File: config.mk
export PLATFORM = sky130hd
export DESIGN_NAME = irq_pend_fwd
export DESIGN_NICKNAME = d
export VERILOG_FILES = /design/src/rtl/irq_pkg.sv /design/src/rtl/irq_src_merge.sv /design/src/rtl/irq_pend_reg.sv /design/src/rtl/irq_fwd_fsm.sv /design/src/rtl/irq_pend_fwd.sv
export SDC_FILE = /design/constraint.sdc
export NUM_CORES = 1
export LEC_CHECK = 0
export ABC_AREA = 0
export ABC_CLOCK_PERIOD_IN_PS = 1800
export BUFFER_PORTS_ARGS = -buffer_cell sky130_fd_sc_hd__buf_2
export CORE_MARGIN = 2
export CORE_UTILIZATION = 40
export DETAILED_ROUTE_END_ITERATION = 10
export GPL_TIMING_DRIVEN = 0
export PLACE_DENSITY_LB_ADDON = 0.1
export SLEW_MARGIN = 10
export SYNTH_ARGS = -nofsm -noshare
export SYNTH_HDL_FRONTEND = slang
export SYNTH_SLANG_ARGS = --single-unit
export TNS_END_PERCENT = 100
File: constraint.sdc
create_clock -name clk -period 1.8 [get_ports clk]
set_input_delay 0.09 -clock clk [delete_from_list [all_inputs] [get_ports clk]]
set_output_delay 0.09 -clock clk [all_outputs]
set_load 0.03 [all_outputs]
File: src/rtl/irq_pkg.sv
package irq_pkg;
  typedef enum logic [1:0] {
    FWD_IDLE  = 2'd0,
    FWD_OFFER = 2'd1,
    FWD_SEND  = 2'd2
  } fwd_state_t;
endpackage

File: src/rtl/irq_src_merge.sv
module irq_src_merge #(
  parameter int IRQ_W   = 32,
  parameter int ERR_BIT = 31
) (
  input  logic             sw_set_en,
  input  logic [IRQ_W-1:0] sw_set_data,
  input  logic             sw_clr_en,
  input  logic [IRQ_W-1:0] sw_clr_data,
  input  logic             rx_take,
  input  logic [IRQ_W-1:0] rx_data,
  input  logic             bus_err,
  input  logic [IRQ_W-1:0] fwd_clr,
  output logic [IRQ_W-1:0] set_vec,
  output logic [IRQ_W-1:0] clr_vec
);
  logic [IRQ_W-1:0] err_mask;

  // Map the bus error strobe onto its dedicated pending bit.
  for (genvar i = 0; i < IRQ_W; i++) begin : g_err
    if (i == ERR_BIT) begin : g_hit
      assign err_mask[i] = bus_err;
    end else begin : g_miss
      assign err_mask[i] = 1'b0;
    end
  end

  always_comb begin
    set_vec = err_mask;
    if (sw_set_en) set_vec = set_vec | sw_set_data;
    if (rx_take)   set_vec = set_vec | rx_data;
  end

  always_comb begin
    clr_vec = fwd_clr;
    if (sw_clr_en) clr_vec = clr_vec | sw_clr_data;
  end
endmodule

File: src/rtl/irq_pend_reg.sv
module irq_pend_reg #(
  parameter int IRQ_W = 32
) (
  input  logic             clk,
  input  logic             rst_n,
  input  logic [IRQ_W-1:0] set_vec,
  input  logic [IRQ_W-1:0] clr_vec,
  output logic [IRQ_W-1:0] pend_q
);
  // A set event overrides a clear on the same bit.
  always_ff @(posedge clk) begin
    if (!rst_n) pend_q <= '0;
    else        pend_q <= (pend_q & ~clr_vec) | set_vec;
  end

  AST_SET_WINS: assert property (@(posedge clk) disable iff (!rst_n)
    (|set_vec) |=> ((pend_q & $past(set_vec)) == $past(set_vec)));

  AST_ONLY_SET_RAISES: assert property (@(posedge clk) disable iff (!rst_n)
    1'b1 |=> ((pend_q & ~$past(pend_q) & ~$past(set_vec)) == '0));

  AST_CLEAR_TAKES: assert property (@(posedge clk) disable iff (!rst_n)
    (|(clr_vec & ~set_vec)) |=> ((pend_q & $past(clr_vec & ~set_vec)) == '0));
endmodule

File: src/rtl/irq_fwd_fsm.sv
module irq_fwd_fsm
  import irq_pkg::*;
#(
  parameter int IRQ_W = 32
) (
  input  logic             clk,
  input  logic             rst_n,
  input  logic             local_mode,
  input  logic [IRQ_W-1:0] pend_q,
  output logic             tx_valid,
  input  logic             tx_ready,
  output logic [IRQ_W-1:0] tx_data,
  input  logic             tx_done,
  output logic [IRQ_W-1:0] fwd_clr
);
  fwd_state_t       state_q;
  logic [IRQ_W-1:0] snap_q;
  logic             capture;
  logic             finish;

  assign capture = (state_q == FWD_IDLE) && !local_mode && (|pend_q);
  assign finish  = (state_q == FWD_SEND) && tx_done;

  always_ff @(posedge clk) begin
    if (!rst_n) begin
      state_q <= FWD_IDLE;
      snap_q  <= '0;
    end else begin
      unique case (state_q)
        FWD_IDLE: if (capture) begin
          state_q <= FWD_OFFER;
          snap_q  <= pend_q;
        end
        FWD_OFFER: if (tx_ready) state_q <= FWD_SEND;
        FWD_SEND:  if (tx_done)  state_q <= FWD_IDLE;
        default:   state_q <= FWD_IDLE;
      endcase
    end
  end

  assign tx_valid = (state_q == FWD_OFFER);
  assign tx_data  = snap_q;
  assign fwd_clr  = finish ? snap_q : '0;

  AST_TX_HOLD: assert property (@(posedge clk) disable iff (!rst_n)
    (tx_valid && !tx_ready) |=> (tx_valid && $stable(tx_data)));

  AST_TX_NONZERO: assert property (@(posedge clk) disable iff (!rst_n)
    tx_valid |-> (tx_data != '0));

  AST_NO_OFFER_LOCAL: assert property (@(posedge clk) disable iff (!rst_n)
    $rose(tx_valid) |-> !$past(local_mode));

  AST_DONE_RETURNS: assert property (@(posedge clk) disable iff (!rst_n)
    finish |=> (state_q == FWD_IDLE) && !tx_valid);

  AST_STRAY_DONE: assert property (@(posedge clk) disable iff (!rst_n)
    (tx_done && state_q != FWD_SEND) |-> (fwd_clr == '0));
endmodule

File: src/rtl/irq_pend_fwd.sv
module irq_pend_fwd #(
  parameter int IRQ_W   = 32,
  parameter int ERR_BIT = IRQ_W - 1
) (
  input  logic             clk,
  input  logic             rst_n,
  input  logic             local_mode,
  input  logic             sw_set_en,
  input  logic [IRQ_W-1:0] sw_set_data,
  input  logic             sw_clr_en,
  input  logic [IRQ_W-1:0] sw_clr_data,
  input  logic             rx_valid,
  output logic             rx_ready,
  input  logic [IRQ_W-1:0] rx_data,
  input  logic             bus_err,
  output logic             tx_valid,
  input  logic             tx_ready,
  output logic [IRQ_W-1:0] tx_data,
  input  logic             tx_done,
  output logic [IRQ_W-1:0] pend,
  output logic             local_irq
);
  logic [IRQ_W-1:0] set_vec;
  logic [IRQ_W-1:0] clr_vec;
  logic [IRQ_W-1:0] fwd_clr;
  logic [IRQ_W-1:0] pend_q;

  assign rx_ready = rst_n;

  irq_src_merge #(.IRQ_W(IRQ_W), .ERR_BIT(ERR_BIT)) u_merge (
    .sw_set_en   (sw_set_en),
    .sw_set_data (sw_set_data),
    .sw_clr_en   (sw_clr_en),
    .sw_clr_data (sw_clr_data),
    .rx_take     (rx_valid && rx_ready),
    .rx_data     (rx_data),
    .bus_err     (bus_err),
    .fwd_clr     (fwd_clr),
    .set_vec     (set_vec),
    .clr_vec     (clr_vec)
  );

  irq_pend_reg #(.IRQ_W(IRQ_W)) u_pend (
    .clk     (clk),
    .rst_n   (rst_n),
    .set_vec (set_vec),
    .clr_vec (clr_vec),
    .pend_q  (pend_q)
  );

  irq_fwd_fsm #(.IRQ_W(IRQ_W)) u_fwd (
    .clk        (clk),
    .rst_n      (rst_n),
    .local_mode (local_mode),
    .pend_q     (pend_q),
    .tx_valid   (tx_valid),
    .tx_ready   (tx_ready),
    .tx_data    (tx_data),
    .tx_done    (tx_done),
    .fwd_clr    (fwd_clr)
  );

  assign pend      = pend_q;
  assign local_irq = local_mode && (|pend_q);

  AST_ERR_SETS: assert property (@(posedge clk) disable iff (!rst_n)
    bus_err |=> pend[ERR_BIT]);

  AST_RX_SETS: assert property (@(posedge clk) disable iff (!rst_n)
    rx_valid |=> ((pend & $past(rx_data)) == $past(rx_data)));
endmodule

Yosys cells after proc, flatten, opt, wreduce, memory -nomap -nowiden
Index checks and enable logic that the tools add are counted.
{"block": "totals", "ff_bits": 66, "in_bits": 105, "output_inout_bits": 67, "elab_cells": 32}
{"block": "classes", "n_eq_ne": 5, "mux": 8, "bitwise": 6, "n_reduce_logical": 10}
{"op": "2-to-1 mux 32 bit", "n": 4}
{"op": "OR 32 bit", "n": 4}
{"op": "bitwise AND 32 bit", "n": 1}
{"op": "inverter 32 bit", "n": 1}
{"op": "OR reduction 32 bit", "n": 1}
{"op": "2-to-1 mux 2 bit", "n": 3}
{"op": "case mux 2 bit (3 select lines)", "n": 1}
{"op": "logical AND 1 bit", "n": 5}
{"op": "inequality test 2 x 1 -> 1 bit, second input constant", "n": 2}
{"op": "AND reduction 3 bit", "n": 1}
{"op": "== test 2 x 1 -> 1 bit, second input constant", "n": 1}
{"op": "== test 2 bit, second input constant", "n": 1}
{"op": "logical NOT 2 bit", "n": 1}
{"op": "inequality test 2 bit, second input constant", "n": 1}
{"op": "AND reduction 2 bit", "n": 1}
{"op": "logical NOT 1 bit", "n": 1}

Logic depth before layout (Yosys ltp)
Gate-level depths: netlist (run 1).
{"block": "depth", "word_depth": 8, "mapped_depth": 6, "depth_no_buf": 4}

By module
A second synthesis (run 1) with hierarchy kept.
{"block": "unflattened", "cells_unflattened": 380, "hier_area_um2": 3514.6}
{"mod": "irq_fwd_fsm", "instances": 1, "cells_each": 195, "area_per_inst_um2": 1696.6, "seq_area_each_um2": 680.7}
{"mod": "irq_pend_reg", "instances": 1, "cells_each": 99, "area_per_inst_um2": 1114.8, "seq_area_each_um2": 640.6}
{"mod": "irq_src_merge", "instances": 1, "cells_each": 73, "area_per_inst_um2": 613.1, "seq_area_each_um2": 0.0}
{"mod": "irq_pend_fwd", "instances": 1, "cells_each": 13, "area_per_inst_um2": 90.1, "seq_area_each_um2": 0.0}

Least setup slack after synthesis (run 1)
Ideal clock, no wire load.
{"block": "synth_path", "path_kind": "register -> register", "startpoint": "register u_pend.pend_q[16]", "endpoint": "register u_fwd.snap_q[10], in the netlist u_fwd.tx_data[10]", "setup_ns": 0.072, "arrival_time_ns": 1.545, "required_time_ns": 1.728, "slack_ns": 0.184, "stages_incl_launch_ff": 6, "n_path_buf": 1, "synth_period_minus_slack_ns": 1.616, "path_cell_list": "dfxtp_1 -> nor4_1 -> nand4_1 -> o21ai_4 -> buf_6 -> mux2i_1"}
{"block": "synth_between", "elab_chain_len": 3}
{"item": "start, declared", "line_no": "irq_pend_reg.sv:8", "source": "output logic [IRQ_W-1:0] pend_q"}
{"item": "start signal, assigned", "line_no": "irq_pend_reg.sv:13", "source": "else pend_q <= (pend_q & ~clr_vec) | set_vec;"}
{"item": "OR reduction 32 bit", "line_no": "irq_fwd_fsm.sv:21", "source": "assign capture = (state_q == FWD_IDLE) && !local_mode && (|pend_q);"}
{"item": "logical AND 1 bit", "line_no": "irq_fwd_fsm.sv:21"}
{"item": "AND reduction 2 bit (no line)"}
{"item": "end signal, assigned", "line_no": "irq_fwd_fsm.sv:32", "source": "snap_q <= pend_q;"}
{"item": "end, declared", "line_no": "irq_fwd_fsm.sv:17", "source": "logic [IRQ_W-1:0] snap_q;"}
Every way passes these cells.
A chain may end at the register's enable or synchronous reset.

Worst setup path in the final report (run 1)
{"block": "layout_path", "startpoint": "register u_pend.pend_q[15]", "endpoint": "output port local_irq"}
{"block": "layout_between", "elab_chain_len": 2}
{"item": "OR reduction 32 bit", "line_no": "irq_pend_fwd.sv:64", "source": "assign local_irq = local_mode && (|pend_q);"}
{"item": "logical AND 1 bit", "line_no": "irq_pend_fwd.sv:64"}
{"item": "end, declared", "line_no": "irq_pend_fwd.sv:21", "source": "output logic local_irq"}
Every way passes these cells.

==> results of run 1 <==
[timing repair]
item	in CTS	in global routing
gates cloned	0	1
setup endpoints to repair	31	33
resized for setup	4	17
buffers inserted	1	3
pin swaps	2	11
[Yosys cell counts, drive strengths merged]
master and count:
a22oi 31, a221oi 1, nor2 1, nor4 8, nor2b 1, o21a 1
clkbuf 22, buf 6, nand2 131, o21ai 1, dfxtp 66, mux2i 32
nand2b 1, a21oi 1, nand3 32, and3b 1, nand4 2, a21boi 33
nor3 1
[final timing paths]
check / start / endpoint / slack [ns] / cells past startpoint
worst max-delay path: u_pend.pend_q[15] / local_irq / 0.08 / 4
worst min-delay path: tx_ready / u_fwd.state_q[1] / 0.03 / 3
worst max register to register: u_pend.pend_q[15] / u_fwd.tx_data[9] / 0.12 / 6
worst min register to register: u_fwd.tx_data[30] / u_fwd.tx_data[30] / 0.48 / 2
[per-layer routing]
metal	routed length, um	track usage	vias up
met5	0	0	-
met4	169	0.0821	0
met3	554	0.0465	15
met2	4500	0.364	113
met1	4360	0.294	1499
li1	-	-	1657
[stage by stage]
stage          TNS, ns  std cells  instance area [um2]   util  total power (uW)
2_1_floorplan        0        372                 3040      -              2180
3_3_place_gp     -2.38        641                 4010  0.550              2480
3_5_place_dp     -2.98        641                 4010  0.550              2490
4_1_cts              0        657                 4200  0.575              3510
5_1_grt              0        661                 4310  0.591              3700
6_report             0        661                 4310  0.591              3530
[power by group through the flow]
| stage | registers, uW | clock network (uW) | logic (uW) |
|---|---|---|---|
| after floorplan | 1870 | 0 | 304 |
| after global placement | 1690 | 0 | 788 |
| after detailed placement | 1700 | 0 | 798 |
| after CTS | 1670 | 1030 | 809 |
| after global routing | 1700 | 1100 | 903 |
| final | 1680 | 1010 | 834 |
[layout make-up]
| class | count | area [um2] |
|---|---|---|
| Buffer | 28 | 144 |
| Clock buffer | 11 | 131 |
| Clock inverter | 4 | 20.0 |
| Fill cell | 710 | 2980 |
| Multi-Input combinational cell | 278 | 1650 |
| Sequential cell | 66 | 1330 |
| Tap cell | 99 | 124 |
| Timing Repair Buffer | 175 | 906 |
[sequential cells by signal (all words and copies together), names as in the netlist]
signal	cells
u_fwd.tx_data	32
u_pend.pend_q	32
u_fwd.state_q	2
[kinds of logic after synthesis]
group	synth area share
flops	0.435
mux	0.105
buf+inv	0.0437
simple gates	0.245
compound gates	0.171
[worst max-delay path, stage by stage, from the launching register on]
cell	delay, ns
sky130_fd_sc_hd__dfxtp_1	0.36
sky130_fd_sc_hd__nor4_1	0.30
sky130_fd_sc_hd__nand4_1	0.23
sky130_fd_sc_hd__o21a_1	0.22
sky130_fd_sc_hd__buf_2	0.18
==> run summary, run 1 <==
The flow ran to the end, and the final reports show no timing, DRC or antenna violations. The cell leakage power is 0.00210 uW, and the area share of the largest cell type after synthesis is 0.435. At the later pin of the worst-skew pair, clock insertion delay measures 0.33 ns. After global routing the overflow that remains totals 0. The switching part of the total power is 0.321, and the final critical-path setup slack is 0.0834 ns.

For the final database, setup skew stands at 0.00816 ns. 0 antenna diodes ended up in the layout. The library cell used most frequently in the layout, excluding fill and tap cells, is sky130_fd_sc_hd__buf_2.

The register bit total from synthesis is 66. The die covers 8300 um2. The run gives 583 MHz as the maximum achievable frequency. STA classifies the critical path endpoint as an output pin. The run gives 3040 um2 as the mapped cell area. Pin placement for this block handled 172 I/O pins. STA puts the critical path data arrival time at 1.63 ns. The fraction of power consumed by sequential logic was 0.478. In the post-synthesis netlist, the biggest area contributors are sky130_fd_sc_hd__dfxtp_1 44%, sky130_fd_sc_hd__nand2_1 16%, sky130_fd_sc_hd__mux2i_1 11%, sky130_fd_sc_hd__a22oi_1 7.7%, sky130_fd_sc_hd__a21boi_1 7.4%. The placeable core area came out at 7290 um2.

TritonCTS built the clock tree. For the hold violation total from the final report, the log shows 0. After clock tree synthesis, the clock-pin slew on the worst setup and hold paths is 0.07 ns. The number of placement rows was 31; the total clock sinks was 66.

The total of buffers placed on input and output ports works out to 170. The mean instance size in the synthesized netlist is 8.16 um2. The tools report the kind of start point of the critical path as a register. Synthesis produced a netlist with a net count of 477.

The tightest hold path in the finished design has a slack of 0.0287 ns. Number of nets with antenna violations after detailed routing: 0. The share of the yosys chip area belonging to registers was 0.435; the share of final-layout standard cells stronger than drive strength 1 was 0.372.

At the pin with the least slew margin, the transition time is 0.573 ns. Setup violations remaining at the end of the flow were counted as 0. The congestion estimate from routability-driven global placement came to 0.769. The area added between synthesis and finish came out at 41.9%. The chip width is 91.1 um. Cell internal power was estimated by the tool at 2390 uW. The global-route wire length before repair is 14800 um, and the clock period minus worst slack is 1.72 ns. The run gives 0 as the synthesis warning total. Detailed placement ended at an HPWL of 7130 um. The post-detailed-route DRC marker count was 0; the biggest fanout along the worst timing path was 4. The power per unit of standard cell area is 818 nW/um2, and the DRC marker count from the first detailed-route iteration is 102. The final wirelength was 9580 um; the global-route usage over all layers was 0.224. The reported net switching power is 1130 uW. For this run, the post-layout net count is 663.

The tightest min-delay check is of the in2reg type. The setup slack at placement was -0.127 ns. The number of global-route vias before repair was 2987; the share of the cycle needed by the critical path after routing was 0.954. The number of antenna violations at the first check in global routing came out at 0. The clock tree synthesis step divided the H-tree into 3 levels.

CTS placed an instance of sky130_fd_sc_hd__clkbuf_8 at the clock tree root. Summing over every cut layer, the via total after detailed routing is 3284. The run gives 0.416 as the starting density of the core. The synthesized instance count is 372, and the per-cell routed wire length is 14.5 um. The top cell types in the final layout, fill and taps aside, are 171 x sky130_fd_sc_hd__buf_2, 131 x sky130_fd_sc_hd__nand2_1, 58 x sky130_fd_sc_hd__dfxtp_1.

The kind of critical path was reg2out. Biggest area consumer among synthesized cells: sky130_fd_sc_hd__dfxtp_1. The number of violations of the max-capacitance limit was 0.

The run gives 9 as the clock buffer count from CTS. Setup repair after global routing left no endpoint under its margin. The logs give 2 for the number of buffers between clock root and the deepest sink and 0.437 mV for the worst ir drop on vdd. The tools report the endpoint required time on the critical path as 1.71 ns. For the relative max-transition margin, the log shows 0.618. The combinational share of power was 0.237. Max-slew violation total from the final report: 0.

The pin count of the biggest net entering global routing was 11. The die is 91.1 um tall. After detailed routing, the number of vias per cell comes to 4.97. The hold-fix buffer count after cts was 0; the first-pass detailed-route iteration total was 4. The proportion of power drawn by the clock network is 0.286, and the number of different library cells in the post-synthesis netlist is 23.
(Power assumes the default switching activity.)
==> run 2, diff against run 1 <==
--- a/config.mk
+++ b/config.mk
@@ -10,6 +10,7 @@
 export BUFFER_PORTS_ARGS = -buffer_cell sky130_fd_sc_hd__buf_2
 export CORE_MARGIN = 2
 export CORE_UTILIZATION = 40
+export CTS_BUF_LIST = sky130_fd_sc_hd__clkbuf_16
 export DETAILED_ROUTE_END_ITERATION = 10
 export GPL_TIMING_DRIVEN = 0
 export PLACE_DENSITY_LB_ADDON = 0.1
==> run summary, run 2 (same netlist as run 1, synthesis figures left out) <==
For the max-slew violation total from the final report, the log shows 0 (unchanged). The leading cell type in the layout, fill and taps excluded was sky130_fd_sc_hd__buf_2. The proportion of power drawn by the clock network was 0.372 (+0.086). The combinational share of power is 0.208 (-0.029). The tools report the placeable core area as 7290 um2 (unchanged). The setup TNS came out at 0 ns (unchanged). The layer with the highest usage is met2. The area added between synthesis and finish is 44.4%.

Walking the worst path, the cells encountered are nor4_2 -> nand4_1 -> o21a_1 -> clkbuf_4. Critical path's largest stage delay: 0.34 ns (-0.02 ns). The run finished with clean final reports.

The endpoint required time on the critical path is 1.71 ns (about the same), and the clock period minus worst slack is 1.71 ns (-0.00420 ns). The total of buffers placed on input and output ports is 170 (unchanged), and the die outline area is 8300 um2 (unchanged). The share of the cycle needed by the critical path after routing was 0.951 (-0.00233). The global routing usage on met3 came out at 0.0564 (+0.00996). For the cell area after placement, the log shows 4010 um2 (unchanged). Share of final-layout standard cells stronger than drive strength 1: 0.363 (-0.00890).

The met2 track demand over resource in global routing was 0.362 (-0.00185); the post-route core utilization was 0.601 (+0.0105). The ratio of routed vias to standard cells works out to 4.98 (+0.18%). The sort of element at the end of the critical path is an output pin.

The setup slack at placement is -0.127 ns (unchanged). The clock root buffer was sky130_fd_sc_hd__clkbuf_16. The final setup skew was 0.00531 ns (-0.00286 ns); the final number of setup-violating endpoints was 0 (unchanged). The worst slack on hold paths is 0.0422 ns (+0.0135 ns), and the hold violation total from the final report is 0 (unchanged). The number of antenna violations at the first check in global routing is 0 (unchanged), and the transition time at the pin with the least slew margin is 0.597 ns (+0.0242 ns). The tools report the hold-fix buffer count after cts as 0 (unchanged). The run gives 66 (unchanged) as the total clock sinks. The category of cells accounting for the largest share of critical-path delay is simple AND/OR/NAND/NOR gates. The routability-driven placement congestion ratio was 0.769 (unchanged). The post-CTS clock slew at the launch and capture registers of the worst setup and hold paths is 0.05 ns (-0.02 ns). The number of H-tree branching levels is 3 (unchanged), and the final critical-path setup slack is 0.0876 ns (+0.00420 ns). For the register-to-register setup slack, the log shows 0.12 ns (about the same). The worst ir drop on vdd is 0.444 mV (+1.5%), and the number of top-level pins is 172 (unchanged). The number of violations of the max-capacitance limit is 0 (unchanged). The tools report the area of all placed cells without fillers as 4390 um2 (+1.8%). The power per unit of standard cell area came out at 911 nW/um2 (+11%).

The pin count of the biggest net entering global routing was 11 (unchanged); the vertical extent of the die was 91.1 um (unchanged). The maximum achievable frequency is 584 MHz (+0.25%), and the number of nets with antenna violations after detailed routing is 0 (unchanged). The chip width is 91.1 um (unchanged), and the biggest fanout along the worst timing path is 4 (unchanged). The global-route usage over all layers was 0.225 (+0.00136). The per-cell routed wire length works out to 14.5 um (-0.20%).

The run gives 31 (unchanged) as the number of placement rows. The worst setup path is of the reg2out kind. In the layout the commonest cells are 170 x sky130_fd_sc_hd__buf_2, 131 x sky130_fd_sc_hd__nand2_1, 63 x sky130_fd_sc_hd__dfxtp_1. The internal power of the cells came out at 2810 uW (+17%).

The logs give 0 (unchanged) for the residual overflow from global routing and 0 (unchanged) for the number of antenna repair diodes. Setup repair after global routing left no endpoint under its margin. Clock buffer count from CTS: 9 (unchanged). The cell with the largest stage delay on the worst path is sky130_fd_sc_hd__dfxtp_2. The switching part of the total power came out at 0.296 (-0.0245).

TritonCTS built the clock tree. The met1 usage in global routing was 0.297 (+0.00295). The starting density of the core came out at 0.416 (unchanged). The logs give 0.32 ns (about the same) for the clock insertion delay at the later pin of the skew report and 2 (unchanged) for the number of buffers between clock root and the deepest sink. The first-pass detailed-route iteration total came out at 5 (+1).

For the post-detailed-route DRC marker count, the log shows 0 (unchanged). The tools report the DRC marker count from the first detailed-route iteration as 118 (+16%). The total buffers and inverters traversed by the critical path was 1 (unchanged); the number of vias after detailed routing was 3290 (+0.18%). The run gives 663 (unchanged) as the net count reported at finish.

The relative max-transition margin was 0.602 (-0.0161). The final wirelength is 9560 um (-0.20%), and the reported net switching power is 1180 uW (+4.6%). For the fraction of power consumed by sequential logic, the log shows 0.420 (-0.058). The path type of the worst min-delay path was in2reg. The data arrival at the endpoint of the critical path was 1.62 ns (about the same). The number of global-route vias before repair is 3000 (+0.44%). The placed wire-length estimate is 7130 um (unchanged), and the global-route wire length before repair is 15000 um (+0.84%). The cell leakage power came out at 0.00215 uW (+2.4%). The tools report the kind of start point of the critical path as a register.
## run 2: cell types whose count changed in the layout (fill, tap and decap cells not counted), moves of 3 or more
cell	change
sky130_fd_sc_hd__nor4_4	-3
sky130_fd_sc_hd__clkbuf_16	+9
sky130_fd_sc_hd__dfxtp_1	+5
sky130_fd_sc_hd__nor4_2	+3
sky130_fd_sc_hd__dfxtp_2	-5
sky130_fd_sc_hd__clkbuf_8	-9
## run 2: worst paths after layout
kind,end,depth (start not counted),start
setup reg to reg,u_fwd.tx_data[10],6,u_pend.pend_q[27]
hold / removal,u_fwd.state_q[1],3,tx_ready
hold reg to reg,u_fwd.tx_data[30],2,u_fwd.tx_data[30]
setup / recovery,local_irq,4,u_pend.pend_q[27]
## run 2: worst reg2reg max path: cells and delay by family, from the launching register on
family          cells  cell delay (ns)
compound gates      1             0.22
buf+inv             2             0.30
flops               1             0.34
mux                 1             0.20
simple gates        2             0.55
## run 2: repair_timing
| action | in CTS | in global routing |
|---|---|---|
| gates resized for setup | 3 | 12 |
| buffers inserted | 1 | 3 |
| setup endpoints to repair | 31 | 34 |
| pin swaps | 1 | 8 |
| gates cloned | 0 | 1 |
## run 2: layout make-up
class / count / area, um2
well taps: 99 / 124
flip-flops and latches: 66 / 1330
multi-input cells: 278 / 1630
repair buffers: 175 / 908
clock inverters: 6 / 27.5
fillers: 697 / 2910
plain buffers: 28 / 149
clock buffers: 9 / 225
## run 2: power groups by stage
| stage | clock [uW] | sequential [uW] | combinational (uW) |
|---|---|---|---|
| 6_report | 1480 | 1680 | 832 |
| 2_1_floorplan | 0 | 1870 | 304 |
| 5_1_grt | 1590 | 1690 | 900 |
| 4_1_cts | 1510 | 1670 | 807 |
| 3_5_place_dp | 0 | 1700 | 798 |
| 3_3_place_gp | 0 | 1690 | 788 |
## run 2: stage by stage
| stage | instances | total power [uW] |
|---|---|---|
| after global placement | 641 | 2480 |
| final | 661 | 3990 |
| after detailed placement | 641 | 2490 |
| after global routing | 661 | 4180 |
| after floorplan | 372 | 2180 |
| after CTS | 657 | 3990 |
## run 2: per-layer routing
layer,vias up,wire (um)
li1,1659,-
met5,-,0
met2,111,4460
met3,12,639
met4,0,138
met1,1508,4330
==> run 3, diff against run 2 <==
--- a/config.mk
+++ b/config.mk
@@ -8,13 +8,15 @@
 export ABC_AREA = 0
 export ABC_CLOCK_PERIOD_IN_PS = 1800
 export BUFFER_PORTS_ARGS = -buffer_cell sky130_fd_sc_hd__buf_2
+export CELL_PAD_IN_SITES_DETAIL_PLACEMENT = 1
+export CELL_PAD_IN_SITES_GLOBAL_PLACEMENT = 2
 export CORE_MARGIN = 2
-export CORE_UTILIZATION = 40
+export CORE_UTILIZATION = 23
 export CTS_BUF_LIST = sky130_fd_sc_hd__clkbuf_16
 export DETAILED_ROUTE_END_ITERATION = 10
 export GPL_TIMING_DRIVEN = 0
 export PLACE_DENSITY_LB_ADDON = 0.1
-export SLEW_MARGIN = 10
+export SLEW_MARGIN = 20
 export SYNTH_ARGS = -nofsm -noshare
 export SYNTH_HDL_FRONTEND = slang
 export SYNTH_SLANG_ARGS = --single-unit
==> run summary, run 3 (same netlist as run 1, synthesis figures left out) <==
The run finished with clean final reports. The logs give 4 (-1) for the first-pass detailed-route iteration total and 12300 um (+29%) for the final wirelength. The tools report the total clock sinks as 66 (unchanged). The post-detailed-route DRC marker count was 0 (unchanged).

The proportion of power drawn by the clock network is 0.369 (-0.003), and the area used by multi-input combinational logic is 1660 um2 (+2.2%). Total of buffers placed on input and output ports: 170 (unchanged). Launch instance of the worst register-to-register path: u_pend.pend_q[23]. The clock insertion delay at the later pin of the skew report came out at 0.34 ns (+0.02 ns). From synthesis to final layout, the design area changed by 49.2%. The number of violations of the max-capacitance limit is 0 (unchanged). The endpoint identified for the worst register-to-register timing path is u_fwd.tx_data[11]. The critical path is of the reg2reg type. The endpoint required time on the critical path is 2.06 ns (+0.35 ns).

The hold-fix buffer count after cts was 0 (unchanged); the final setup skew was 0.00365 ns (-0.00165 ns). Path type of the worst min-delay path: in2reg. The logs give 19400 um (+30%) for the global-route wire length before repair and 0 (unchanged) for the final number of setup-violating endpoints.

The number of global-route vias before repair was 3551 (+18%); the maximum achievable frequency was 581 MHz (-0.43%). The number of antenna violations at the first check in global routing is 0 (unchanged), and the residual overflow from global routing is 0 (unchanged). The DRC marker count from the first detailed-route iteration is 85 (-28%), and the number of H-tree branching levels is 3 (unchanged). The tools report the kind of start point of the critical path as a register. The combinational share of power is 0.213 (+0.005), and the share of final-layout standard cells stronger than drive strength 1 is 0.371 (+0.00778). The number of placement rows was 41 (+32%); the clock period minus worst slack was 1.72 ns (+0.00738 ns). The switching part of the total power works out to 0.306 (+0.0101). The routability-driven placement congestion ratio came out at 0.729 (-5.3%). The run gives 0.08 ns (-0.04 ns) as the register-to-register setup slack. The tools report the net count reported at finish as 663 (unchanged).

TritonCTS built the clock tree. The tools report the hold violation total from the final report as 0 (unchanged). The post-route core utilization is 0.355 (-0.247), and the pin count of the biggest net entering global routing is 11 (unchanged). The worst slack on hold paths is 0.0254 ns (-0.0168 ns).

The run gives 0 (unchanged) as the max-slew violation total from the final report. The number of cells on the worst reg-to-reg path works out to 6 (unchanged). The post-CTS clock slew at the launch and capture registers of the worst setup and hold paths came out at 0.05 ns (about the same). The setup TNS is 0 ns (unchanged), and the share of the cycle needed by the critical path after routing is 0.955 (+0.00410).

Placeable core area: 12800 um2 (+75%). The starting density of the core was 0.238 (-0.179); the clock buffer count from CTS was 9 (unchanged). In this run the most critical hold path is launched from tx_ready. The storage element area came out at 1330 um2 (+0.66%). The number of fill cells in the layout came out at 1581 (+130%). Clock root buffer: sky130_fd_sc_hd__clkbuf_16. The number of buffers between clock root and the deepest sink is 2 (unchanged), and the global-route usage over all layers is 0.178 (-0.0469). The run gives 0 (unchanged) as the number of nets with antenna violations after detailed routing. The top cell types in the final layout, fill and taps aside, are 170 x sky130_fd_sc_hd__buf_2, 131 x sky130_fd_sc_hd__nand2_1, 58 x sky130_fd_sc_hd__dfxtp_1. Internal power of the cells: 2810 uW (about the same). The number of top-level pins is 172 (unchanged).

Placed wire-length estimate: 9330 um (+31%). The worst setup path is captured at a register. The per-cell routed wire length is 16.8 um (+16%). The biggest fanout along the worst timing path was 5 (+1). The leading cell type in the layout, fill and taps excluded was sky130_fd_sc_hd__buf_2. The hold-critical path endpoint was u_fwd.state_q[1]. The number of vias after detailed routing is 3323 (+1.0%), and the relative max-transition margin is 0.573 (-0.0292).

Transition time at the pin with the least slew margin: 0.641 ns (+0.0437 ns). The chip width is 119 um (+30%). The vertical extent of the die works out to 119 um (+30%). The worst ir drop on vdd came out at 0.401 mV (-9.6%). The power per unit of standard cell area came out at 894 nW/um2 (-1.8%). The ratio of routed vias to standard cells was 4.53 (-9.0%); the reported net switching power was 1240 uW (+4.9%). Setup repair after global routing could not meet its margin everywhere. The cell leakage power is 0.00217 uW (+0.94%), and the instance count along the most critical hold path is 3 (unchanged).

The run gives 1.98 ns (+0.36 ns) as the data arrival at the endpoint of the critical path. For the fraction of power consumed by sequential logic, the log shows 0.418 (-0.002). The tools report the die outline area as 14100 um2 (+70%).
[run 3: per-layer routing]
| layer | GRT usage | wire length, um | vias up |
|---|---|---|---|
| li1 | - | - | 1658 |
| met1 | 0.207 | 5350 | 1553 |
| met2 | 0.317 | 6080 | 103 |
| met3 | 0.0546 | 731 | 9 |
| met4 | 0.0491 | 133 | 0 |
| met5 | 0 | 0 | - |
[run 3: layout make-up]
cell class / instances / share of cell area
well taps: 172 / 0.0475
multi-input cells: 278 / 0.367
flip-flops and latches: 66 / 0.294
clock inverters: 5 / 0.00414
diodes: 1 / 0.000552
repair buffers: 175 / 0.205
plain buffers: 28 / 0.0318
clock buffers: 9 / 0.0497
[run 3: worst max-delay path, stage by stage (launching register included)]
cell and delay, ns:
sky130_fd_sc_hd__dfxtp_4 0.35, sky130_fd_sc_hd__nor4_4 0.33, sky130_fd_sc_hd__nand4_1 0.22, sky130_fd_sc_hd__o21ai_4 0.28, sky130_fd_sc_hd__buf_12 0.15, sky130_fd_sc_hd__clkbuf_16 0.14, sky130_fd_sc_hd__mux2i_1 0.17
[run 3: metrics by stage]
stage	setup WS, ns	instance area, um2	instances	power, uW
after global placement	-0.188	4100	714	2520
final	0.0802	4530	734	4050
after CTS	0.00522	4400	730	4080
after global routing	-0.0200	4530	733	4240
after floorplan	0.184	3040	372	2180
after detailed placement	-0.204	4100	714	2530
[run 3: worst max-delay path by stage]
stage	from	to	slack, ns	cells after the start
final	u_pend.pend_q[23]	u_fwd.tx_data[11]	0.08	6
after floorplan	u_pend.pend_q[16]	u_fwd.tx_data[10]	0.18	5
after global placement	u_pend.pend_q[6]	u_fwd.tx_data[18]	-0.19	5
after CTS	u_pend.pend_q[31]	local_irq	0.005	5
after detailed placement	u_pend.pend_q[23]	u_fwd.tx_data[13]	-0.20	5
after global routing	u_pend.pend_q[23]	u_fwd.tx_data[9]	-0.02	6
[run 3: timing repair]
item,4_1_cts,5_1_grt
setup endpoints to repair,33,51
setup buffers,2,2
pin swaps,2,4
resized for setup,7,24
gates cloned,0,1
[run 3: power groups by stage]
stage / sequential [uW] / clock [uW] / combinational [uW]
2_1_floorplan: 1870 / 0 / 304
3_3_place_gp: 1700 / 0 / 820
3_5_place_dp: 1700 / 0 / 829
4_1_cts: 1680 / 1550 / 843
5_1_grt: 1710 / 1600 / 941
6_report: 1690 / 1490 / 863
